--- config.mk ---
export PLATFORM = sky130hd
export DESIGN_NAME = bcd_byte_alu
export DESIGN_NICKNAME = d
export VERILOG_FILES = /design/src/rtl/bcd_pkg.sv /design/src/rtl/bcd_add_unit.sv /design/src/rtl/bcd_sub_unit.sv /design/src/rtl/bcd_neg_unit.sv /design/src/rtl/bcd_byte_alu.sv
export SDC_FILE = /design/constraint.sdc
export NUM_CORES = 1
export LEC_CHECK = 0
export CAP_MARGIN = 20
export CORE_MARGIN = 2
export CORE_UTILIZATION = 63
export DETAILED_ROUTE_END_ITERATION = 8
export GPL_TIMING_DRIVEN = 0
export PLACE_DENSITY = 0.88
export REMOVE_ABC_BUFFERS = 1
export SLEW_MARGIN = 15
export SYNTH_ARGS = -nofsm -noshare
export SYNTH_HDL_FRONTEND = slang
export SYNTH_SLANG_ARGS = --single-unit
export TNS_END_PERCENT = 100
--- constraint.sdc ---
create_clock -name clk_i -period 1.5 [get_ports clk_i]
set_clock_uncertainty 0.1 [all_clocks]
set_input_delay 0.375 -clock clk_i [delete_from_list [all_inputs] [get_ports clk_i]]
set_output_delay 0.375 -clock clk_i [all_outputs]
set_load 0.01 [all_outputs]
--- src/rtl/bcd_pkg.sv ---
package bcd_pkg;
  localparam int DIGIT_W = 4;
  localparam int BYTE_W  = 2 * DIGIT_W;
  localparam int WIDE_W  = BYTE_W + 2;

  localparam logic [BYTE_W-1:0] DIG_MAX   = 8'h09;
  localparam logic [BYTE_W-1:0] DIG_ADJ   = 8'h06;
  localparam logic [BYTE_W-1:0] BYTE_MAX  = 8'h99;
  localparam logic [BYTE_W-1:0] TENS_ADJ  = 8'hA0;
  localparam logic [BYTE_W-1:0] NEG_BASE  = 8'h9A;
  localparam logic [DIGIT_W-1:0] NEG_DIG  = 4'hA;

  typedef enum logic [1:0] {
    OP_ADD = 2'b00,
    OP_SUB = 2'b01,
    OP_NEG = 2'b10,
    OP_RSV = 2'b11
  } bcd_op_e;

  typedef struct packed {
    logic [BYTE_W-1:0] res;
    logic              wr;
    logic              n;
    logic              z;
    logic              v;
    logic              c;
    logic              x;
  } bcd_out_t;
endpackage

--- src/rtl/bcd_add_unit.sv ---
module bcd_add_unit
  import bcd_pkg::*;
(
  input  logic [BYTE_W-1:0] a_i,
  input  logic [BYTE_W-1:0] b_i,
  input  logic              x_i,
  output logic [BYTE_W-1:0] res_o,
  output logic              carry_o
);
  logic [WIDE_W-1:0] units, total;

  always_comb begin
    units = WIDE_W'(a_i[DIGIT_W-1:0]) + WIDE_W'(b_i[DIGIT_W-1:0]) + WIDE_W'(x_i);
    if (units > WIDE_W'(DIG_MAX)) units = units + WIDE_W'(DIG_ADJ);
    total = units + WIDE_W'({a_i[BYTE_W-1:DIGIT_W], {DIGIT_W{1'b0}}})
                  + WIDE_W'({b_i[BYTE_W-1:DIGIT_W], {DIGIT_W{1'b0}}});
    carry_o = total > WIDE_W'(BYTE_MAX);
    res_o   = carry_o ? total[BYTE_W-1:0] - TENS_ADJ : total[BYTE_W-1:0];
  end
endmodule

--- src/rtl/bcd_sub_unit.sv ---
module bcd_sub_unit
  import bcd_pkg::*;
(
  input  logic [BYTE_W-1:0] min_i,
  input  logic [BYTE_W-1:0] sub_i,
  input  logic              x_i,
  output logic [BYTE_W-1:0] res_o,
  output logic              borrow_o
);
  logic [WIDE_W-1:0] units, total;

  // two's complement in WIDE_W: negative values compare above any legal byte
  always_comb begin
    units = WIDE_W'(min_i[DIGIT_W-1:0]) - WIDE_W'(sub_i[DIGIT_W-1:0]) - WIDE_W'(x_i);
    if (units > WIDE_W'(DIG_MAX)) units = units - WIDE_W'(DIG_ADJ);
    total = units + WIDE_W'({min_i[BYTE_W-1:DIGIT_W], {DIGIT_W{1'b0}}})
                  - WIDE_W'({sub_i[BYTE_W-1:DIGIT_W], {DIGIT_W{1'b0}}});
    borrow_o = total > WIDE_W'(BYTE_MAX);
    res_o    = borrow_o ? total[BYTE_W-1:0] + TENS_ADJ : total[BYTE_W-1:0];
  end
endmodule

--- src/rtl/bcd_neg_unit.sv ---
module bcd_neg_unit
  import bcd_pkg::*;
(
  input  logic [BYTE_W-1:0] d_i,
  input  logic              x_i,
  output logic [BYTE_W-1:0] res_o,
  output logic              wr_o
);
  logic [BYTE_W-1:0] raw;

  always_comb begin
    raw  = NEG_BASE - d_i - BYTE_W'(x_i);
    wr_o = raw != NEG_BASE;
    if (raw[DIGIT_W-1:0] == NEG_DIG)
      res_o = {raw[BYTE_W-1:DIGIT_W] + DIGIT_W'(1), {DIGIT_W{1'b0}}};
    else
      res_o = raw;
  end
endmodule

--- src/rtl/bcd_byte_alu.sv ---
module bcd_byte_alu
  import bcd_pkg::*;
(
  input  logic              clk_i,
  input  logic              rst_ni,
  input  logic              start_i,
  input  logic [1:0]        op_i,
  input  logic [BYTE_W-1:0] src_i,
  input  logic [BYTE_W-1:0] dst_i,
  input  logic              x_i,
  input  logic              z_i,
  output logic [BYTE_W-1:0] result_o,
  output logic              wr_en_o,
  output logic              n_o,
  output logic              z_o,
  output logic              v_o,
  output logic              c_o,
  output logic              x_o,
  output logic              done_o
);
  logic [BYTE_W-1:0] add_res, sub_res, neg_res;
  logic              add_c, sub_c, neg_wr;
  bcd_op_e           op_e;
  bcd_out_t          nxt, cur;
  logic              done_q;

  bcd_add_unit u_add (.a_i(src_i), .b_i(dst_i), .x_i(x_i), .res_o(add_res), .carry_o(add_c));
  bcd_sub_unit u_sub (.min_i(dst_i), .sub_i(src_i), .x_i(x_i), .res_o(sub_res), .borrow_o(sub_c));
  bcd_neg_unit u_neg (.d_i(dst_i), .x_i(x_i), .res_o(neg_res), .wr_o(neg_wr));

  assign op_e = bcd_op_e'(op_i);

  always_comb begin
    nxt     = '0;
    nxt.res = dst_i;
    nxt.x   = x_i;
    nxt.z   = z_i;
    unique case (op_e)
      OP_ADD: begin
        nxt.res = add_res;
        nxt.wr  = 1'b1;
        nxt.c   = add_c;
        nxt.x   = add_c;
      end
      OP_SUB: begin
        nxt.res = sub_res;
        nxt.wr  = 1'b1;
        nxt.c   = sub_c;
        nxt.x   = sub_c;
      end
      OP_NEG: begin
        nxt.x = neg_wr;
        nxt.c = neg_wr;
        if (neg_wr) begin
          nxt.res = neg_res;
          nxt.wr  = 1'b1;
        end
      end
      default: ;
    endcase
    if (nxt.wr) begin
      nxt.n = nxt.res[BYTE_W-1];
      nxt.z = z_i & (nxt.res == '0);
    end
  end

  always_ff @(posedge clk_i or negedge rst_ni) begin
    if (!rst_ni) begin
      cur    <= '0;
      done_q <= 1'b0;
    end else begin
      done_q <= start_i;
      if (start_i) cur <= nxt;
    end
  end

  assign result_o = cur.res;
  assign wr_en_o  = cur.wr;
  assign n_o      = cur.n;
  assign z_o      = cur.z;
  assign v_o      = cur.v;
  assign c_o      = cur.c;
  assign x_o      = cur.x;
  assign done_o   = done_q;

  AST_DONE_AFTER_START: assert property (@(posedge clk_i) disable iff (!rst_ni)
    start_i |=> done_o);
  AST_NO_SPURIOUS_DONE: assert property (@(posedge clk_i) disable iff (!rst_ni)
    !start_i |=> !done_o && $stable(result_o) && $stable(z_o));
  AST_Z_NEVER_SET: assert property (@(posedge clk_i) disable iff (!rst_ni)
    (start_i && !z_i) |=> !z_o);
  AST_CARRY_MATCHES_X: assert property (@(posedge clk_i) disable iff (!rst_ni)
    (start_i && op_i != 2'b11) |=> c_o == x_o);
  AST_RSV_NO_WRITE: assert property (@(posedge clk_i) disable iff (!rst_ni)
    (start_i && op_i == 2'b11) |=> !wr_en_o && result_o == $past(dst_i));
  AST_ADD_DIGITS_LEGAL: assert property (@(posedge clk_i) disable iff (!rst_ni)
    (start_i && op_i == 2'b00 && src_i[3:0] <= 4'd9 && src_i[7:4] <= 4'd9
     && dst_i[3:0] <= 4'd9 && dst_i[7:4] <= 4'd9)
    |=> result_o[3:0] <= 4'd9 && result_o[7:4] <= 4'd9);
  AST_NEG_SKIP_CLEARS: assert property (@(posedge clk_i) disable iff (!rst_ni)
    (start_i && op_i == 2'b10 && dst_i == 8'h00 && !x_i) |=> !wr_en_o && !c_o && !x_o);
endmodule

==> impl_results.md, run 1 <==
* Error: [ERROR DPL-0038] Utilization greater than 100%, impossible to legalize
* Yosys cell types at 73
* Ports at 38
* Die height at 76.0 um
* Seq cells post-synth at 14
* Register area share after synthesis at 10.7%
* Asr flop ratio synth at 100%
* GP Congestion at 0.968
* Post-Syn Instances at 426
* Chip width at 76.0 um
* Worst EP kind: register input
* Clk root buf: clkbuf_8
* Port Buffers at 36
* Initial core utilization at 64.7%
* Post-Syn Area at 3260 um2
* Top post-synthesis cells by area: ha_1, dfrtp_1, fa_1, xnor2_1, nand2_1
* Dpl cell area at 3620 um2
* Standard-cell rows at 26
* Post-synth EDFFs at 0
* Estimated wirelength of the detail-placed design at 6640 um
* Area fraction of the dominant cell type after synthesis at 14.6%
* Syn. warnings at 0
* Largest net degree at the start of global routing at 20
* Synthesized area per cell at 7.66 um2
* Clk sinks at 14
* H-tree Lvls at 1
* Worst setup endpoint GRT: z_o$_DFFE_PN0P_/D
* Ys flop type: dfrtp_1
* Hold buffer count at cts at 0
* Number of CTS-inserted buffers at 3
* Leading area contributor after synthesis: ha_1
* Clock tree buffer depth at 2
* Run status: aborted with a tool error
* Failed at: global routing
per-stage QoR:
| stage | cells | setup slack, ns | hold WS [ns] |
|---|---|---|---|
| floorplan | 410 | -5.01 | -0.0206 |
| detailed placement | 516 | -6.39 | 0.370 |
| global placement | 516 | -6.26 | 0.364 |
| CTS | 588 | -4.39 | 0.383 |
Yosys cell counts (5+ instances only):
library cell / n
a21o_1: 5
nor2_1: 39
fa_1: 11
ha_1: 38
clkbuf_1: 11
xnor2_1: 22
a211o_1: 5
inv_1: 43
nor3_1: 6
nand2_1: 45
or3_1: 7
nand3_1: 10
mux2i_1: 9
a31oi_1: 5
o21ai_0: 17
xor2_1: 12
dfrtp_1: 14
nand2b_1: 8
a21oi_1: 23
nor2b_1: 5
nand4_1: 5
what timing repair did:
action | in CTS
pin swaps | 68
setup buffers | 68
gates resized for setup | 166
endpoints found under the setup margin | 27
cells by family after synthesis:
| kind of cell | share of synthesized area, % |
|---|---|
| other | 0.115 |
| muxes | 3.80 |
| buffers and inverters | 7.94 |
| xor gates and xnor gates | 9.63 |
| adders and majority gates | 21.3 |
| and+or+nand+nor | 21.4 |
| DFF | 10.7 |
| AOI/OAI and AO/OA | 25.1 |
==> run 2: changes to the inputs <==
- CORE_UTILIZATION: 63 -> 40
- PLACE_DENSITY: 0.88 -> unset
- PLACE_DENSITY_LB_ADDON: unset -> 0.15
==> impl_results.md, run 2 <==
* CP Capture Type: register
* Max transition margin at 53.4%
* Post-Syn Instances at 426
* Grt ovf at 0
* Standard-cell rows at 32
* TNS Setup at -41.16 ns
* Most frequent cell after synthesis: nand2_1
* Power Density at 1300 nW/um2
* Placed insts at 548
* Most common cell after layout, fill and taps aside: buf_4
* H-tree Lvls at 1
* Setup Slack @ Placement at -6.31 ns
* ANT cells at 0
* Post-route ant nets at 0
* First-pass GRT wire length at 16300 um
* FMAX at 175 MHz
* Crit Path Max Fanout at 5
* Setup violations, final at 13
* Synth cell count leaders: nand2_1, inv_1, nor2_1, ha_1, a21oi_1
* Initial core utilization at 41.8%
* Post-synth EDFFs at 0
* Max FFs per register at 8
* Clk sinks at 14
* Vias at 3544
* Clock tree buffer depth at 2
* Pre-antenna DRT Iters at 5
* Worst path slowest cell: or4b_4
* Synthesized area per cell at 7.66 um2
* Shortest period the worst path allows at 5.72 ns
* Violated checks: setup timing
* Largest Register: result_o
* Asr flop ratio synth at 100%
* Setup ws final at -4.22 ns
* Vias in the first global route at 3413
* Run status: complete, but fails checks
* Worst skew pair latency at 0.25 ns
* Top post-synthesis cells by area: ha_1, dfrtp_1, fa_1, xnor2_1, nand2_1
* Die height at 94.3 um
* Total GRT Usage at 22.7%
* Yosys cell types at 73
* Most frequent cells in the layout: buf_4, nand2_1, inv_1
* Core Box Area at 7810 um2
* Avg WL per Cell at 16.6 um
* Critical Path Source Type: input port
* Fin nets at 597
* CP required at 1.59 ns
* Fin Hold WS at 0.373 ns
* Die ar. at 8890 um2
* CTS tree: built
* Number of CTS-inserted buffers at 3
* Fin cells at 626
* Post-Route WL at 10400 um
* WP data arrival at 5.80 ns
* CTS clk-pin slew, worst paths at 0.06 ns
* Tcrit/Tclk final at 381%
* RSZ-0062 raised after global routing: yes
* Seq cells post-synth at 14
* Estimated wirelength of the detail-placed design at 6930 um
* Max Cap Viol at 0
* Worst setup path class: in2reg
* Layout area overhead at 52.5%
* Syn. warnings at 0
* Initial antenna violation count at 0
* Leading area contributor after synthesis: ha_1
* Vias per cell at 5.66
* Finished Cell Area at 4970 um2
* Port Buffers at 36
* Maximum vdd drop at 0.658 mV
* Register area share after synthesis at 10.7%
* Least-Margin Pin Slew at 0.697 ns
* Area fraction of the dominant cell type after synthesis at 14.6%
* Final hold viol count at 0
* Clk root buf: clkbuf_8
* Delay of the slowest cell on the worst path at 0.58 ns
* Layout cell share with drive strength beyond 1 at 39.1%
* Hold Crit Class: reg2reg
* GP Congestion at 0.859
* Max Slew Vio Count at 0
* Post-Syn Area at 3260 um2
* Remaining DRCs at 0
* Ys flop type: dfrtp_1
* 1st-iter DRT viols at 189
* Ports at 38
* Largest net degree at the start of global routing at 20
* LEAKAGE at 2.18 nW
* Dpl cell area at 3660 um2
* Chip width at 94.3 um
run 2: cell counts after synthesis:
Identical to the previous run, type by type.
run 2: path summary, 6_finish.rpt:
path	start	endpoint	slack (ns)	cells after the start
max reg2reg	n_o	n_o	0.59	2
min	result_o[5]	result_o[5]	0.37	2
max	dst_i[0]	result_o[7]	-4.22	29
max in group asynchronous	rst_ni	result_o[7]	0.49	1
min reg2reg	result_o[5]	result_o[5]	0.37	2
min in group asynchronous	rst_ni	result_o[5]	0.42	1
run 2: cell type report:
type | instances | area [um2]
Inverter | 45 | 179
Fill cell | 648 | 2830
Sequential cell | 14 | 350
Multi-Input combinational cell | 351 | 3320
Timing Repair Buffer | 110 | 946
Tap cell | 102 | 128
Clock buffer | 4 | 55.1
run 2: layer usage:
metal	global-route usage, %	wire [um]	up-vias	share of wire [%]
li1	-	-	1707	-
met1	29.3	4460	1728	43
met2	42.5	5500	100	53
met3	0.642	359	9	3.4
met4	4.11	89	0	0.85
met5	0	0	-	0
run 2: report_power, final:
part | internal [mW] | leakage [nW] | switching (mW) | total [mW]
Sequential | 0.473 | 0.163 | 0.0418 | 0.515
Combinational | 2.71 | 1.99 | 2.87 | 5.58
Clock | 0.233 | 0.0288 | 0.132 | 0.364
run 2: kinds of logic (layout without fill, tap and decap cells):
kind of cell    after synthesis  count (layout)  share of synthesized area, %
compound gates              110             110                          25.1
other cells                   1               2                         0.115
flops                        14              14                          10.7
xor+xnor                     35              35                          9.63
simple gates                144             144                          21.4
mux                          11              11                          3.80
buf+inv                      62             159                          7.94
fa+ha+maj                    49              49                          21.3
run 2: what timing repair did:
| item | 4_1_cts | 5_1_grt |
|---|---|---|
| endpoints found under the hold margin | 0 | 0 |
| cloned | 0 | 0 |
| setup buffers | 57 | 22 |
| hold buffers | 0 | 0 |
| setup endpoints to repair | 27 | 13 |
| gates resized for setup | 154 | 73 |
| pin swaps | 69 | 66 |
run 2: worst max-delay path: cells and delay by family:
family,cells,cell delay [ns]
AOI/OAI and AO/OA,6,1.14
adders and majority gates,6,1.83
muxes,1,0.15
and+or+nand+nor,8,1.64
xor gates and xnor gates,2,0.29
buffers and inverters,6,0.38
run 2: through the flow:
stage	total power, mW	util (%)
final	6.46	63.7
after global routing	6.92	63.7
after CTS	5.39	58.2
after detailed placement	3.94	46.9
after global placement	3.90	46.9
after floorplan	3.03	-
(Power assumes the default switching activity.)
==> run 3: changes to the inputs <==
- SLEW_MARGIN: 15 -> unset
==> results of run 3 <==
Final layout, timing and power as in run 2 (identical DEF).
==> run 4: changes to the inputs <==
- GPL_TIMING_DRIVEN: 0 -> unset
- SETUP_SLACK_MARGIN: unset -> 0.2
==> impl_results.md, run 4 (synthesis results as in run 2) <==
* RSZ-0062 raised after global routing: yes
* Vias in the first global route at 4313
* Pre-antenna DRT Iters at 5
* First-pass GRT wire length at 20200 um
* FMAX at 172 MHz
* Multi-input gate area at 3230 um2
* Largest net degree at the start of global routing at 15
* CTS tree: built
* Fin cells at 780
* Worst setup path class: in2reg
* Standard-cell rows at 32
* Most common cell after layout, fill and taps aside: buf_4
* Placed insts at 711
* Max Cap Viol at 0
* Core Box Area at 7810 um2
* Max transition margin at 63.4%
* Initial core utilization at 41.8%
* Initial antenna violation count at 0
* Finished Cell Area at 6010 um2
* Post-route ant nets at 0
* Port Buffers at 36
* Die height at 94.3 um
* 1st-iter DRT viols at 186
* Worst path slowest cell: fa_2
* LEAKAGE at 2.88 nW
* Tcrit/Tclk final at 387%
* R2R depth at 2
* Dpl cell area at 4890 um2
* Delay of the slowest cell on the worst path at 0.56 ns
* Vias per cell at 5.42
* Fill cell count at 517
* Hold Crit Class: in2async
* H-tree Lvls at 1
* Register area at 350 um2
* RR Endpoint: n_o
* Shortest period the worst path allows at 5.81 ns
* WP data arrival at 5.84 ns
* Most Frequent Cell on Critical Path: buf_4
* Setup violations, final at 13
* CP Capture Type: register
* Hold buffer count at cts at 0
* Most frequent cells in the layout: buf_4, nand2_1, nor2_1, inv_1, ha_1
* Worst R2R Setup Slack at 0.60 ns
* Violated checks: setup timing
* Fin nets at 751
* Critical Path Source Type: input port
* Setup ws final at -4.31 ns
* Clk root buf: clkbuf_8
* Die ar. at 8890 um2
* Total power at 7.01 mW
* GP Congestion at 1.01
* Total GRT Usage at 28.3%
* Chip width at 94.3 um
* Vias at 4225
* Estimated wirelength of the detail-placed design at 8830 um
* Avg WL per Cell at 17.0 um
* Least-Margin Pin Slew at 0.545 ns
* Power Density at 1170 nW/um2
* Post-Route WL at 13300 um
* Max Slew Vio Count at 0
* Largest Register: result_o
* Grt ovf at 0
* Number of CTS-inserted buffers at 3
* Crit Path Max Fanout at 3
* Crit Reg-Reg Startpoint: n_o
* Clock tree buffer depth at 2
* Clk sinks at 14
* ANT cells at 0
* Max FFs per register at 8
* CTS clk-pin slew, worst paths at 0.06 ns
* Layout area overhead at 84.1%
* CP required at 1.53 ns
* Layout cell share with drive strength beyond 1 at 52.9%
* Ports at 38
* Worst skew pair latency at 0.24 ns
* Final hold viol count at 0
* Maximum vdd drop at 0.702 mV
* Run status: complete, but fails checks
* TNS Setup at -43.03 ns
* Remaining DRCs at 0
run 4: worst max path at each step:
stage / slack (ns) / endpoint / startpoint / cells past startpoint
after detailed placement: -5.48 / z_o / dst_i[1] / 27
final: -4.31 / result_o[7] / dst_i[0] / 31
after CTS: -4.52 / result_o[7] / dst_i[0] / 28
after global routing: -4.50 / z_o / dst_i[0] / 31
after floorplan: -5.01 / result_o[7] / src_i[2] / 26
after global placement: -5.42 / z_o / src_i[1] / 28
run 4: power by group:
group / internal (mW) / switching [mW]
combinational: 3.19 / 2.94
clock: 0.232 / 0.130
sequential: 0.473 / 0.0477
total: 3.89 / 3.12
run 4: timing repair:
action                                 CTS  global route
buffers inserted                        50            15
gates cloned                             0             0
pin swaps                               59            60
setup endpoints to repair               27            14
gates resized for setup                181            54
endpoints found under the hold margin    0             0
run 4: area by class of cell:
class | count | area share, %
well taps | 102 | 2.12
repair buffers | 264 | 34.4
multi-input cells | 351 | 53.9
inverters | 45 | 2.90
clock buffers | 4 | 0.917
flip-flops and latches | 14 | 5.83
run 4: per-layer routing:
metal / vias to the layer above / share of wire [%] / wire [um] / GRT usage [%]
met5: - / 0 / 0 / 0
met4: 0 / 3.9 / 517 / 10.3
met3: 49 / 3.9 / 518 / 2.01
met2: 144 / 52 / 6950 / 53.3
met1: 2017 / 40 / 5270 / 33.4
li1: 2015 / - / - / -
run 4: stage by stage:
stage               setup slack, ns  hold slack, ns  util [%]
detailed placement            -5.48           0.381      62.6
finish                        -4.31           0.364      76.9
floorplan                     -5.01         -0.0206         -
global route                  -4.50           0.373      76.9
CTS                           -4.52           0.353      72.6
global placement              -5.42           0.363      62.6
run 4: critical path, delay by kind of cell:
kind | cells | cell delay, ns
adders and majority gates | 6 | 1.99
AOI/OAI and AO/OA | 11 | 1.53
and+or+nand+nor | 6 | 0.91
buffers and inverters | 6 | 0.68
muxes | 1 | 0.26
xor gates and xnor gates | 1 | 0.08
